File: src/rtl/uccr_pkg.sv
package uccr_pkg;

  localparam int CTL_W = 64;

  localparam int BIT_CTL_RST  = 0;
  localparam int BIT_CORE_RST = 1;
  localparam int BIT_COND_CLK = 4;
  localparam int SEL_LSB      = 24;
  localparam int SEL_W        = 3;
  localparam int BIT_DIV_RST  = 28;
  localparam int BIT_BYPASS   = 29;
  localparam int BIT_HOST_EN  = 30;

  localparam int RATIO_W = 6;

  localparam logic [CTL_W-1:0] DEFINED_MASK =
      (CTL_W'(1) << BIT_CTL_RST) | (CTL_W'(1) << BIT_CORE_RST) |
      (CTL_W'(1) << BIT_COND_CLK) | (CTL_W'(7) << SEL_LSB) |
      (CTL_W'(1) << BIT_DIV_RST) | (CTL_W'(1) << BIT_BYPASS) |
      (CTL_W'(1) << BIT_HOST_EN);

  localparam logic [CTL_W-1:0] RESET_WORD =
      (CTL_W'(1) << BIT_CTL_RST) | (CTL_W'(1) << BIT_CORE_RST) |
      (CTL_W'(1) << BIT_DIV_RST);

  // Strobes from the register control to the divider datapath
  typedef struct packed {
    logic             divHold;
    logic             passThru;
    logic             gateOpen;
    logic [SEL_W-1:0] ratioCode;
  } div_strobe_t;

  function automatic logic [RATIO_W-1:0] ratioOf(input logic [SEL_W-1:0] code);
    logic [RATIO_W-1:0] r;
    case (code)
      3'd0:    r = 6'd1;
      3'd1:    r = 6'd2;
      3'd2:    r = 6'd4;
      3'd3:    r = 6'd6;
      3'd4:    r = 6'd8;
      3'd5:    r = 6'd16;
      3'd6:    r = 6'd24;
      default: r = 6'd32;
    endcase
    return r;
  endfunction

endpackage

File: src/rtl/uccr_ctl_regs.sv
module uccr_ctl_regs
  import uccr_pkg::*;
(
  input  logic             clk,
  input  logic             rstN,
  input  logic             wrEn,
  input  logic [CTL_W-1:0] wrData,
  output logic [CTL_W-1:0] rdData,
  output logic             ctlRst,
  output logic             coreRst,
  output logic             condClkEn,
  output div_strobe_t      divStrobe
);

  logic [CTL_W-1:0] ctlWord;

  // Only defined fields are stored; reserved bits stay zero
  always_ff @(posedge clk or negedge rstN) begin
    if (!rstN) begin
      ctlWord <= RESET_WORD;
    end else if (wrEn) begin
      ctlWord <= wrData & DEFINED_MASK;
    end
  end

  assign rdData    = ctlWord;
  assign ctlRst    = ctlWord[BIT_CTL_RST];
  assign coreRst   = ctlWord[BIT_CORE_RST];
  assign condClkEn = ctlWord[BIT_COND_CLK];

  always_comb begin
    divStrobe.divHold   = ctlWord[BIT_DIV_RST];
    divStrobe.passThru  = ctlWord[BIT_BYPASS];
    divStrobe.gateOpen  = ctlWord[BIT_HOST_EN];
    divStrobe.ratioCode = ctlWord[SEL_LSB +: SEL_W];
  end

endmodule

File: src/rtl/uccr_clk_div.sv
module uccr_clk_div
  import uccr_pkg::*;
#(
  parameter int CNT_W = RATIO_W
) (
  input  logic        clk,
  input  logic        rstN,
  input  div_strobe_t divStrobe,
  output logic        tickOut
);

  logic [CNT_W-1:0] cnt;
  logic [CNT_W-1:0] lastIdx;
  logic             wrapNow;

  assign lastIdx = CNT_W'(ratioOf(divStrobe.ratioCode) - RATIO_W'(1));
  // ">=" lets a shrinking ratio wrap at once instead of running to overflow
  assign wrapNow = (cnt >= lastIdx);

  always_ff @(posedge clk or negedge rstN) begin
    if (!rstN) begin
      cnt <= '0;
    end else if (divStrobe.divHold) begin
      cnt <= '0;
    end else if (wrapNow) begin
      cnt <= '0;
    end else begin
      cnt <= cnt + CNT_W'(1);
    end
  end

  always_comb begin
    if (!divStrobe.gateOpen) begin
      tickOut = 1'b0;
    end else if (divStrobe.passThru) begin
      tickOut = 1'b1;
    end else begin
      tickOut = !divStrobe.divHold && wrapNow;
    end
  end

endmodule

File: src/rtl/uart_clkrst_ctl.sv
module uart_clkrst_ctl
  import uccr_pkg::*;
(
  input  logic             clk,
  input  logic             rstN,
  input  logic             wrEn,
  input  logic [CTL_W-1:0] wrData,
  output logic [CTL_W-1:0] rdData,
  output logic             ctlRst,
  output logic             coreRst,
  output logic             condClkEn,
  output logic             hostClkEn
);

  div_strobe_t divStrobe;

  uccr_ctl_regs uRegs (
    .clk       (clk),
    .rstN      (rstN),
    .wrEn      (wrEn),
    .wrData    (wrData),
    .rdData    (rdData),
    .ctlRst    (ctlRst),
    .coreRst   (coreRst),
    .condClkEn (condClkEn),
    .divStrobe (divStrobe)
  );

  uccr_clk_div #(.CNT_W(RATIO_W)) uDiv (
    .clk       (clk),
    .rstN      (rstN),
    .divStrobe (divStrobe),
    .tickOut   (hostClkEn)
  );

endmodule

File: config.mk
export PLATFORM = sky130hd
export DESIGN_NAME = uart_clkrst_ctl
export DESIGN_NICKNAME = d
export VERILOG_FILES = /design/src/rtl/uccr_pkg.sv /design/src/rtl/uccr_ctl_regs.sv /design/src/rtl/uccr_clk_div.sv /design/src/rtl/uart_clkrst_ctl.sv
export SDC_FILE = /design/constraint.sdc
export NUM_CORES = 1
export LEC_CHECK = 0
export BUFFER_PORTS_ARGS = -buffer_cell sky130_fd_sc_hd__buf_2
export CORE_ASPECT_RATIO = 1.75
export CORE_MARGIN = 5
export CORE_UTILIZATION = 28
export CTS_BUF_LIST = sky130_fd_sc_hd__clkbuf_4 sky130_fd_sc_hd__clkbuf_8 sky130_fd_sc_hd__clkbuf_16
export DETAILED_ROUTE_END_ITERATION = 7
export PLACE_DENSITY = 0.66
export SLEW_MARGIN = 10
export SYNTH_ARGS = -nofsm -noshare
export SYNTH_HDL_FRONTEND = slang
export SYNTH_HIERARCHICAL = 1
export SYNTH_SLANG_ARGS = --single-unit
File: constraint.sdc
create_clock -name clk -period 2.48 [get_ports clk]
set_input_delay 0.248 -clock clk [delete_from_list [all_inputs] [get_ports clk]]
set_output_delay 0.248 -clock clk [all_outputs]
set_load 0.01 [all_outputs]
==> impl_summary.txt <==
----------------------------------------------------
[Floorplan]
  Initial core utilization ... 0.283
  Number of placement rows ... 33
  I/O pin total ... 135
  Die Width ... 61.7 um
  Die Outline Area ... 0.00620 sq mm
  Area of the core ... 0.00462 sq mm
  Chip Height ... 100 um

[Clock tree]
  H-tree levels ... 1
  Clock transition time at the flip-flop clock pins of the worst setup and hold paths ... 60 ps
  Clock latency on the worst-skew pair ... 240 ps
  CTS root buffer ... sky130_fd_sc_hd__clkbuf_8
  Clock tree from TritonCTS ... built
  Clock Path Buffers ... 2
  Clock sink total ... 15
  Inserted Clock Buffers ... 3

[Timing]
  Count of endpoints failing setup in the final report ... 0
  Time the final worst path needs with I/O delays and setup ... 2460 ps
  Final hold violations ... 0
  Period Utilization, post-route ... 0.994
  Clock skew ... 1.78 ps
  Final Slew Violations ... 0
  Unrepaired setup endpoints after global routing ... true
  Highest clock frequency the design can meet ... 406 MHz

[Cells and area]
  Commonest non-fill, non-tap cell in the layout ... sky130_fd_sc_hd__conb_1
  Area occupied by registers ... 379 sq um
  Share of post-route cells with drive strength above 1 ... 0.316
  Antenna cells ... 0
  Finished Layout Cells ... 207
  Count of fill cells added during filler insertion ... 495
  Commonest cells after routing, fill and taps aside ... sky130_fd_sc_hd__conb_1, sky130_fd_sc_hd__buf_2, sky130_fd_sc_hd__dfrtp_1
  Net count reported at finish ... 231
  Multi-input logic area ... 672 sq um
  Final standard cell area without fillers ... 0.00133 sq mm
  Growth of design area from synthesis to finish ... 1.43%

[Power]
  Share of power burned in combinational logic ... 0.315
  Portion of total power attributed to sequential cells ... 0.407
  Part of the total power dissipated in the clock network ... 0.278
  Int Power ... 0.506 mW
  Static leakage ... 0.729 nW
  Switching power as a share of total power ... 0.321
  Power per cell area ... 561 mW/mm^2
  Total power consumption of the routed design ... 0.745 mW
  Worst-case vdd ir drop ... 331 uV
  Switching power of the nets ... 0.239 mW

[Critical path]
  Worst-path fanout max ... 2
  Worst path slowest cell ... sky130_fd_sc_hd__or3_4
  List of cells traversed by the critical path ... or3_4 -> ha_4 -> xnor2_2 -> ha_1 -> nand4_1 -> nor2_1 -> o311a_1 -> buf_2
  Largest incremental delay on the critical path ... 410 ps
  Crit path capture type ... output port
  Category of cells accounting for the largest share of critical-path delay ... simple AND/OR/NAND/NOR gates
  Stages on the worst setup path ... 8
  Path depth of the worst reg2reg path ... 7
  Arrival time at the worst endpoint ... 2220 ps
  Crit path required time ... 2230 ps
  Worst Setup Path Type ... reg -> out
  Critical path startpoint category ... flop
  Number of buffers and inverters on the critical path ... 1

[GRT]
  All-layer global routing usage ... 0.0678
  Vias in the first global route ... 747
  Global-route wire length before repair ... 3220 um
  Largest net degree at the start of global routing ... 16
  Total grt overflow ... 0
  Initial antenna violation count ... 0

[Placed design]
  Instance area at placement ... 0.00121 sq mm
  HPWL after detailed placement ... 1720 um
  Final RePlAce weighted congestion ... 0.739
  Cell Count Post-Placement ... 200
  IO buf count ... 24

[Logic synthesis]
  Number of distinct standard cells referenced by the synthesized netlist ... 23
  Count of synthesis-stage warnings from yosys ... 6
  Mean area per synthesized cell ... 9.78 sq um
  Area of the mapped netlist ... 0.00131 sq mm
  Number of flip-flops and latches in the synthesized netlist ... 15
  Post-synthesis sequential area ratio ... 0.289
  Cells after synthesis ... 134

[Routing]
  Wirelength, routed ... 2140 um
  Post-DRT Antenna Nets ... 0
  Via density per instance ... 3.69
  Total iterations of the first detailed-routing run ... 4
  Detailed-route via count ... 764
  DRC violations left ... 0
  Final routed wire length divided by cell count ... 10.3 um
  Starting DRC count in detailed routing ... 7

[Worst hold path]
  Worst hold stages ... 2
  Worst min-delay path class ... in -> reg

[Run]
  Max-cap violations ... 0

[Run status]
  Status ... completed

----------------------------------------------------
-- synth_stat cells (all sizes together) --
master	count	area (sq um)
xor2	2	17.5
inv	3	11.3
nand2b	3	18.8
nand2	4	15.0
buf	65	492
nor2b	1	6.26
a21oi	3	18.8
nor2	8	30.0
nand4	1	6.26
conb	2	7.51
o311a	1	10.0
mux2	9	135
o21ai	2	10.0
xnor2	3	26.3
dfrtp	12	300
ha	8	100
or3	1	6.26
o211a	1	10.0
nand3	2	10.0
dfstp	3	78.8
-- cell families (layout without fill, tap and decap cells) --
logic type / count (synthesis) / count (layout) / share of synthesized area
simple gates: 20 / 20 / 0.0707
flops: 15 / 15 / 0.289
mux: 9 / 9 / 0.103
fa+ha+maj: 8 / 8 / 0.0764
buf+inv: 68 / 35 / 0.384
compound gates: 7 / 7 / 0.0372
xor+xnor: 5 / 5 / 0.0334
other cells: 2 / 56 / 0.00573
-- sequential cells by signal (all words and copies together) (netlist names) --
signal and cells:
uDiv/cnt 6, uRegs/rdData 9
-- layer usage --
layer | part of all wire | track usage
met1 | 0.36 | 0.0777
met5 | 0 | 0
met3 | 0.15 | 0.0154
met2 | 0.49 | 0.115
met4 | 0.0065 | 0.0294
-- layout make-up --
type	instances	share of cell area
multi-input combinational	105	0.506
sequential	15	0.285
timing repair buffer	28	0.115
tap	52	0.0490
clock buffer	4	0.0367
inverter	3	0.00847
-- path summary, 6_finish.rpt --
| check | from | end | slack (ps) |
|---|---|---|---|
| max in group asynchronous | rstN | uRegs/rdData[28] | 1730 |
| min | wrData[25] | uRegs/rdData[25] | 230 |
| max | uRegs/rdData[26] | hostClkEn | 20 |
| min reg2reg | uDiv/cnt[0] | uDiv/cnt[0] | 490 |
| min in group asynchronous | rstN | uRegs/rdData[4] | 450 |
| max reg2reg | uRegs/rdData[26] | uDiv/cnt[3] | 390 |
-- through the flow --
| step | hold WS (ps) | setup TNS [ps] | util | worst slack, ps |
|---|---|---|---|---|
| finish | 230 | 0 | 0.287 | 15.1 |
| global route | 223 | -55.0 | 0.287 | -55.0 |
| CTS | 223 | 0 | 0.284 | 20.9 |
| detailed placement | 180 | 0 | 0.262 | 180 |
| global placement | 181 | 0 | 0.262 | 189 |
| floorplan | -47.6 | 0 | - | 337 |
-- power by group through the flow --
stage / registers (mW) / clock network, mW / logic [mW]
final: 0.303 / 0.207 / 0.235
after CTS: 0.304 / 0.215 / 0.226
after global routing: 0.307 / 0.225 / 0.267
after floorplan: 0.303 / 0 / 0.233
after detailed placement: 0.306 / 0 / 0.206
after global placement: 0.305 / 0 / 0.202
-- worst reg2reg max path: cells and delay by family, from the launching register on --
| family | cells | cell delay (ps) |
|---|---|---|
| XOR/XNOR | 1 | 120 |
| adder cells (fa/ha/maj) | 2 | 450 |
| AO/OA/AOI/OAI | 1 | 400 |
| flip-flops | 1 | 380 |
| AND/OR/NAND/NOR | 3 | 610 |
-- what timing repair did --
action / CTS / global route
gates resized for setup: 4 / 1
buffers inserted: 1 / 1
setup endpoints to repair: 1 / 1
hold endpoints to repair: 12 / 0
pin swaps: 2 / 1
hold buffers: 1 / 0
Power figures use the tool's default switching activity.
